File: config.mk
export PLATFORM = sky130hd
export DESIGN_NAME = key_matrix_scanner
export DESIGN_NICKNAME = d
export VERILOG_FILES = /design/src/rtl/kms_pkg.sv /design/src/rtl/kms_scan_seq.sv /design/src/rtl/kms_key_capture.sv /design/src/rtl/kms_sw_latch.sv /design/src/rtl/key_matrix_scanner.sv
export SDC_FILE = /design/constraint.sdc
export NUM_CORES = 1
export LEC_CHECK = 0
export ABC_AREA = 0
export BUFFER_PORTS_ARGS = -buffer_cell sky130_fd_sc_hd__buf_2
export CAP_MARGIN = 25
export CORE_MARGIN = 2
export CORE_UTILIZATION = 40
export DETAILED_ROUTE_END_ITERATION = 8
export PLACE_DENSITY = 0.73
export SETUP_SLACK_MARGIN = 0.02
export SLEW_MARGIN = 25
export SYNTH_ARGS = -nofsm -noshare
export SYNTH_HDL_FRONTEND = slang
export SYNTH_SLANG_ARGS = --single-unit
File: constraint.sdc
create_clock -name clk -period 3.9 [get_ports clk]
set_input_delay 0.78 -clock clk [delete_from_list [all_inputs] [get_ports clk]]
set_output_delay 0.78 -clock clk [all_outputs]
set_load 0.02 [all_outputs]
File: src/rtl/kms_pkg.sv
package kms_pkg;
    localparam int KMS_LINES      = 6;
    localparam int KMS_RETURNS    = 4;
    localparam int KMS_SUB_CYCLES = 4;
    localparam int KMS_SW_BITS    = 4;
endpackage

File: src/rtl/kms_scan_seq.sv
module kms_scan_seq #(
    parameter int LINES       = 6,
    parameter int SUB_CYCLES  = 4,
    localparam int LINE_W     = $clog2(LINES + 1),
    localparam int CNT_W      = (SUB_CYCLES > 1) ? $clog2(SUB_CYCLES) : 1
) (
    input  logic              clk,
    input  logic              rst_n,
    input  logic              slot_i,
    input  logic              frame_end_i,
    output logic [LINES-1:0]  drive_o,
    output logic [LINE_W-1:0] line_o,
    output logic              sample_o,
    output logic              commit_o
);
    typedef struct packed {
        logic [CNT_W-1:0]  cnt;
        logic [LINE_W-1:0] line;
        logic              full;
    } seq_t;

    seq_t st_d, st_q;
    logic smp_d;

    always_comb begin
        st_d  = st_q;
        smp_d = 1'b0;
        if (frame_end_i) begin
            st_d.cnt  = '0;
            st_d.line = '0;
            st_d.full = 1'b0;
        end else if (!slot_i) begin
            st_d.cnt  = '0;
            st_d.line = '0;
        end else if (st_q.line < LINE_W'(LINES)) begin
            if (st_q.cnt == CNT_W'(SUB_CYCLES - 1)) begin
                smp_d     = 1'b1;
                st_d.cnt  = '0;
                st_d.line = st_q.line + 1'b1;
                if (st_q.line == LINE_W'(LINES - 1)) begin
                    st_d.full = 1'b1;
                end
            end else begin
                st_d.cnt = st_q.cnt + 1'b1;
            end
        end
    end

    always_ff @(posedge clk or negedge rst_n) begin
        if (!rst_n) begin
            st_q <= '0;
        end else begin
            st_q <= st_d;
        end
    end

    for (genvar l = 0; l < LINES; l++) begin : g_drv
        assign drive_o[l] = slot_i && (st_q.line == LINE_W'(l));
    end

    assign line_o   = st_q.line;
    assign sample_o = smp_d;
    assign commit_o = frame_end_i && st_q.full;
endmodule

File: src/rtl/kms_key_capture.sv
module kms_key_capture #(
    parameter int LINES    = 6,
    parameter int RETURNS  = 4,
    localparam int W       = LINES * RETURNS,
    localparam int LINE_W  = $clog2(LINES + 1)
) (
    input  logic              clk,
    input  logic              rst_n,
    input  logic              sample_i,
    input  logic [LINE_W-1:0] line_i,
    input  logic              commit_i,
    input  logic [RETURNS-1:0] keys_i,
    output logic [W-1:0]      store_o
);
    typedef struct packed {
        logic [W-1:0] shadow;
        logic [W-1:0] store;
    } cap_t;

    cap_t cp_d, cp_q;

    always_comb begin
        cp_d = cp_q;
        for (int l = 0; l < LINES; l++) begin
            if (sample_i && (line_i == LINE_W'(l))) begin
                cp_d.shadow[l*RETURNS +: RETURNS] = keys_i;
            end
        end
        if (commit_i) begin
            cp_d.store = cp_q.shadow;
        end
    end

    always_ff @(posedge clk or negedge rst_n) begin
        if (!rst_n) begin
            cp_q <= '0;
        end else begin
            cp_q <= cp_d;
        end
    end

    assign store_o = cp_q.store;
endmodule

File: src/rtl/kms_sw_latch.sv
module kms_sw_latch #(
    parameter int SW_BITS = 4
) (
    input  logic               clk,
    input  logic               rst_n,
    input  logic               frame_end_i,
    input  logic [SW_BITS-1:0] sw_i,
    output logic [7:0]         sw_byte_o
);
    logic [SW_BITS-1:0] sw_d, sw_q;

    always_comb begin
        sw_d = sw_q;
        if (frame_end_i) begin
            sw_d = sw_i;
        end
    end

    always_ff @(posedge clk or negedge rst_n) begin
        if (!rst_n) begin
            sw_q <= '0;
        end else begin
            sw_q <= sw_d;
        end
    end

    assign sw_byte_o = 8'(sw_q);
endmodule

File: src/rtl/key_matrix_scanner.sv
module key_matrix_scanner
    import kms_pkg::*;
#(
    parameter int LINES      = KMS_LINES,
    parameter int RETURNS    = KMS_RETURNS,
    parameter int SUB_CYCLES = KMS_SUB_CYCLES,
    parameter int SW_BITS    = KMS_SW_BITS,
    localparam int W         = LINES * RETURNS,
    localparam int LINE_W    = $clog2(LINES + 1)
) (
    input  logic               clk,
    input  logic               rst_n,
    input  logic               scan_slot_i,
    input  logic               frame_end_i,
    input  logic [RETURNS-1:0] keys_i,
    input  logic [SW_BITS-1:0] sw_i,
    output logic [LINES-1:0]   scan_drv_o,
    output logic [W-1:0]       key_bytes_o,
    output logic [7:0]         sw_byte_o
);
    logic [LINE_W-1:0] line_w;
    logic              sample_w;
    logic              commit_w;

    kms_scan_seq #(.LINES(LINES), .SUB_CYCLES(SUB_CYCLES)) u_seq (
        .clk        (clk),
        .rst_n      (rst_n),
        .slot_i     (scan_slot_i),
        .frame_end_i(frame_end_i),
        .drive_o    (scan_drv_o),
        .line_o     (line_w),
        .sample_o   (sample_w),
        .commit_o   (commit_w)
    );

    kms_key_capture #(.LINES(LINES), .RETURNS(RETURNS)) u_cap (
        .clk     (clk),
        .rst_n   (rst_n),
        .sample_i(sample_w),
        .line_i  (line_w),
        .commit_i(commit_w),
        .keys_i  (keys_i),
        .store_o (key_bytes_o)
    );

    kms_sw_latch #(.SW_BITS(SW_BITS)) u_sw (
        .clk        (clk),
        .rst_n      (rst_n),
        .frame_end_i(frame_end_i),
        .sw_i       (sw_i),
        .sw_byte_o  (sw_byte_o)
    );
endmodule

; Word-level counts from Yosys, hierarchy flattened
; Cells that the tools add are included.
[classes]
addsub = 2
n_mux = 11
n_bitwise = 0
multipliers = 0
n_div = 0
reduce_logical = 20
shift = 0
magnitude_cmp = 1
eq_ne = 8
[ops]
columns = op, count
row1 = 1-bit logical AND, 13
row2 = 6-bit two-way mux, 2
row3 = 2-bit nonzero test, 4
row4 = 3-bit by 2-bit equality test with 1-bit output (second input constant), 2
row5 = 3-bit equality test (second input constant), 2
row6 = 1-bit two-way mux, 6
row7 = 3-bit by 1-bit != test with 1-bit output (second input constant), 2
row8 = 5-bit two-way mux, 1
row9 = 4-bit two-way mux, 1
row10 = 4-bit AND reduction, 1
row11 = 3-bit by 1-bit adder with 3-bit output (second input constant), 1
row12 = 3-bit by 1-bit equality test with 1-bit output (second input constant), 1
row13 = 3-bit logical NOT, 1
row14 = 3-bit less-than comparator (second input constant), 1
row15 = 2-bit by 1-bit adder with 2-bit output (second input constant), 1
row16 = 2-bit equality test (second input constant), 1
row17 = 2-bit two-way mux, 1
row18 = 2-bit AND reduction, 1
[totals]
regBits = 58
mem_count = 0
romBits = 0
wordCells = 53
inputBits = 12
output_inout_bits = 38
latchBits = 0
ram_bits = 0

; Depth between registers and ports, before layout
[depth]
ltp_word = 6
depth_mapped = 6
depth_no_buf = 5

; Cells and area by module
; A second synthesis with hierarchy kept.
[unflattened]
cells_unflattened = 187
hier_area_um2 = 2627.5
[by_module_without_submodules]
columns = mod, area_per_inst_um2, seq_area_each_um2, cells_each, instances
row1 = kms_key_capture, 2026.9, 1201.2, 129, 1
row2 = kms_scan_seq, 421.7, 150.1, 45, 1
row3 = kms_sw_latch, 178.9, 100.1, 13, 1

; Worst setup path after synthesis
; Ideal clock, no wire load.
[synth_path]
kind = input to output
start = in scan_slot_i
end = out scan_drv_o[0]
arrival_ns = 1.158
required_time_ns = 3.120
n_path_buf = 0
cell_stages = 2
slack_ns = 1.962
cell_sequence = nor2b_1 > and2_1
[synth_between]
elab_chain_cells = 1
[synth_rtl]
columns = item, line
row1 = start: declaration, key_matrix_scanner.sv:13  ; input logic scan_slot_i,
row2 = 1-bit logical AND, kms_scan_seq.sv:58  ; assign drive_o[l] = slot_i && (st_q.line == LINE_W'(l));
row3 = end: declaration, key_matrix_scanner.sv:17  ; output logic [LINES-1:0] scan_drv_o,
; Every way passes these cells.

; Worst setup path in the final report
[layout_path]
start = reg u_seq.st_q (netlist bit u_seq.line_o[1])
end = out scan_drv_o[4]
[layout_between]
elab_chain_cells = 2
[layout_rtl]
columns = item, line
row1 = start: declaration, kms_scan_seq.sv:22  ; seq_t st_d, st_q;
row2 = start signal: assignment, kms_scan_seq.sv:53  ; st_q <= st_d;
row3 = 3-bit equality test, kms_scan_seq.sv:58
row4 = 1-bit logical AND, kms_scan_seq.sv:58
; Every way passes these cells.

==> results.yml <==
sta:
  clock_skew_ns: 0.00560
  grt_setup_unrepaired: "no"
  fmax_ghz: 0.400
  number_of_endpoints_with_negative_hold_slack_in_the_final_report: 0
  finalMaxSlewViolations: 0
  setup_viol_count_final: 0
  max_slew_margin_pct: 43.8
  post-route-period-util_pct: 64.1
  fin_tns_setup_ns: 0
  finalCriticalPeriod_ns: 2.50
  worst_pin_slew_ns: 0.844
route:
  drcViolationCount: 0
  drt_first_pass_iters: 4
  detail-route-antenna-nets: 0
  detail_route.wl_per_cell_um: 14.6
  vias: 1415
  drt_iter0_markers: 20
  vias_per_cell: 4.75
  route.final.wire_length_um: 4340
cells_and_area:
  final_cell_mix: "58 x sky130_fd_sc_hd__dfrtp_1, 45 x sky130_fd_sc_hd__buf_2, 36 x sky130_fd_sc_hd__mux2_2"
  area_growth_from_synthesis_to_layout_pct: 11.3
  layout.area.seq_sq_mm: 0.00145
  finalNetCount: 234
  final_layout_size_suffix_gt1_share_pct: 55.7
  most_common_library_cell_in_the_layout_ignoring_fill_and_taps: "sky130_fd_sc_hd__dfrtp_1"
  multiInputGateArea_sq_um: 998
  n_antenna_cell: 0
  fillers: 613
  design_area_final_sq_mm: 0.00299
logic_synthesis:
  synth_top_cell_area_share_pct: 54.0
  ys.warnings.count: 0
  synth_seq_cells: 58
  mappedNetlistArea_sq_mm: 0.00269
  synth.distinct_cells: 27
  synthDominantAreaCellType: "sky130_fd_sc_hd__dfrtp_1"
  synth.yosys.seq_area_share_pct: 54.0
  post_synth.cell_area_avg_sq_um: 14.3
  postSynthCellCount: 188
  largest_cells_by_area_after_synthesis: "sky130_fd_sc_hd__dfrtp_1 54%, sky130_fd_sc_hd__mux2_2 15%, sky130_fd_sc_hd__mux2_4 8.9%, sky130_fd_sc_hd__buf_4 8.4%, sky130_fd_sc_hd__ha_1 2.8%"
global_route:
  number_of_antenna_violations_at_the_first_check_in_global_routing: 0
  grt_first_pass_wirelength_um: 7070
  first_global_vias: 1359
  largest_net_degree_at_the_start_of_global_routing: 40
  global_route.usage.total_pct: 12.9
  grt.overflow.total: 0
worst_setup_path:
  cp.required_ns: 3.12
  maximum_fanout_encountered_on_the_critical_timing_path: 10
  cpMaxStageDelayCell: "sky130_fd_sc_hd__dfrtp_1"
  end_kind: "output port"
  start_kind: "flip-flop"
  critical_path_class: "reg -> out"
  timing.critical_path.arrival_ns: 1.72
  critical-path-max-stage-delay_ns: 0.61
  critical_path.cell_chain: "inv_1, ha_1, and3_1, buf_2"
  crit_buf_inv: 2
  critPathTopFamily: "flip-flops"
power:
  power.density_cell_area_mw_per_mm2: 405
  irDropWorstVdd_uv: 278
  static-leakage-power_nw: 1.66
cts:
  cts_tree: "yes"
  tritoncts.num_buffers: 9
  path_clk_slew_ns: 0.06
  cts.root.buffer_cell: "sky130_fd_sc_hd__clkbuf_8"
  post_cts_hold_buffer_count: 0
  cts-htree-levels: 3
  number_of_buffers_between_clock_root_and_the_deepest_sink: 2
  cts_repair_resize_count: 0
  postCtsSetupBuffers: 0
  worst_skew_pair_latency_ns: 0.33
  cts_num_sinks: 58
run:
  cap_violations: 0
floorplan:
  fp.dieW_um: 86.0
  die_area_sq_mm: 0.00740
  number_of_top_level_pins: 50
  core_ar_sq_mm: 0.00642
  initial_utilization_pct: 41.9
  die-height_um: 86.0
  fp-row-count: 29
placement:
  place_congestion: 0.841
  postPlaceCellArea_sq_mm: 0.00280
  dpl.hpwl_um: 3010
  placement.io_buffers: 45
worst_hold_path:
  hold_path.class: "reg -> reg"
outcome:
  outcome: "completed"
synthesized netlist by cell type:
library cell               instances
sky130_fd_sc_hd__a21boi_0          1
sky130_fd_sc_hd__a21o_1            1
sky130_fd_sc_hd__a21oi_1           3
sky130_fd_sc_hd__and2_1            4
sky130_fd_sc_hd__and3_1            2
sky130_fd_sc_hd__and4_4            1
sky130_fd_sc_hd__and4bb_4          1
sky130_fd_sc_hd__buf_2             2
sky130_fd_sc_hd__buf_4            30
sky130_fd_sc_hd__conb_1            1
sky130_fd_sc_hd__dfrtp_1          58
sky130_fd_sc_hd__ha_1              6
sky130_fd_sc_hd__inv_1             5
sky130_fd_sc_hd__mux2_2           36
sky130_fd_sc_hd__mux2_4           16
sky130_fd_sc_hd__mux2i_1           1
sky130_fd_sc_hd__nand2_1           4
sky130_fd_sc_hd__nand2_2           1
sky130_fd_sc_hd__nand2_4           3
sky130_fd_sc_hd__nand2b_4          1
sky130_fd_sc_hd__nand3_1           1
sky130_fd_sc_hd__nor2_1            3
sky130_fd_sc_hd__nor2b_1           1
sky130_fd_sc_hd__nor3b_4           2
sky130_fd_sc_hd__o21ai_0           2
sky130_fd_sc_hd__or2b_1            1
sky130_fd_sc_hd__xnor2_1           1
metal layers:
layer | part of all wire [%] | wire (um) | vias up | track usage, %
met5 | 0 | 0 | - | 0
met4 | 1.1 | 48 | 0 | 3.90
met3 | 5.8 | 253 | 6 | 6.16
met2 | 46 | 1990 | 37 | 18.7
met1 | 47 | 2050 | 709 | 17.0
li1 | - | - | 663 | -
power breakdown:
group | switching, mW | internal, mW | leakage [nW]
clock network | 0.233 | 0.310 | 0.103
registers | 0.00464 | 0.610 | 0.799
logic | 0.0345 | 0.0192 | 0.757
total | 0.272 | 0.940 | 1.66
metrics by stage:
stage | total power [mW] | hold WS (ns) | utilization, % | instances | setup WS [ns]
3_5_place_dp | 0.682 | 0.469 | 43.5 | 282 | 1.59
5_1_grt | 1.26 | 0.517 | 46.6 | 298 | 1.26
4_1_cts | 1.23 | 0.483 | 46.6 | 298 | 1.40
6_report | 1.21 | 0.500 | 46.6 | 298 | 1.40
3_3_place_gp | 0.680 | 0.466 | 43.5 | 282 | 1.65
2_1_floorplan | 0.655 | 0.454 | - | 191 | 1.96
sequential cells by signal (all words and copies together) (netlist names):
signal and flops:
u_cap.store_o 24, u_seq.st_q 3, u_sw.sw_q 4, u_seq.line_o 3
u_cap.cp_q 24
cells by family (layout without fill, tap and decap cells):
family,count (synthesis),in the layout,share of synthesized area (%)
multiplexers,53,53,24.4
XOR/XNOR,1,1,0.326
AO/OA/AOI/OAI,7,7,1.49
buffers and inverters,37,67,9.44
other,1,4,0.139
flip-flops,58,58,54.0
adder cells (fa/ha/maj),6,6,2.79
AND/OR/NAND/NOR,25,25,7.49
worst paths after layout:
check / from / end / slack (ns) / cells after the start
setup / recovery: u_seq.line_o[1]$_DFFE_PN0P_ / scan_drv_o[4] / 1.40 / 4
hold / removal: u_seq.st_q[0]$_DFFE_PN0P_ / u_seq.st_q[0]$_DFFE_PN0P_ / 0.50 / 1
setup reg to reg: u_seq.line_o[1]$_DFFE_PN0P_ / u_cap.cp_q[44]$_DFFE_PN0P_ / 1.94 / 5
hold reg to reg: u_seq.st_q[0]$_DFFE_PN0P_ / u_seq.st_q[0]$_DFFE_PN0P_ / 0.50 / 1
max in group asynchronous: rst_n / u_sw.sw_q[0]$_DFFE_PN0P_ / 2.55 / 2
min in group asynchronous: rst_n / u_cap.store_o[6]$_DFFE_PN0P_ / 0.55 / 1
layout make-up:
type / count / area share (%)
tap: 77 / 3.22
clock inverter: 5 / 1.80
inverter: 5 / 0.627
sequential: 58 / 48.5
clock buffer: 11 / 4.72
multi-input combinational: 96 / 33.4
timing repair buffer: 46 / 7.78
Note: power is estimated with default switching activity, not from simulation.
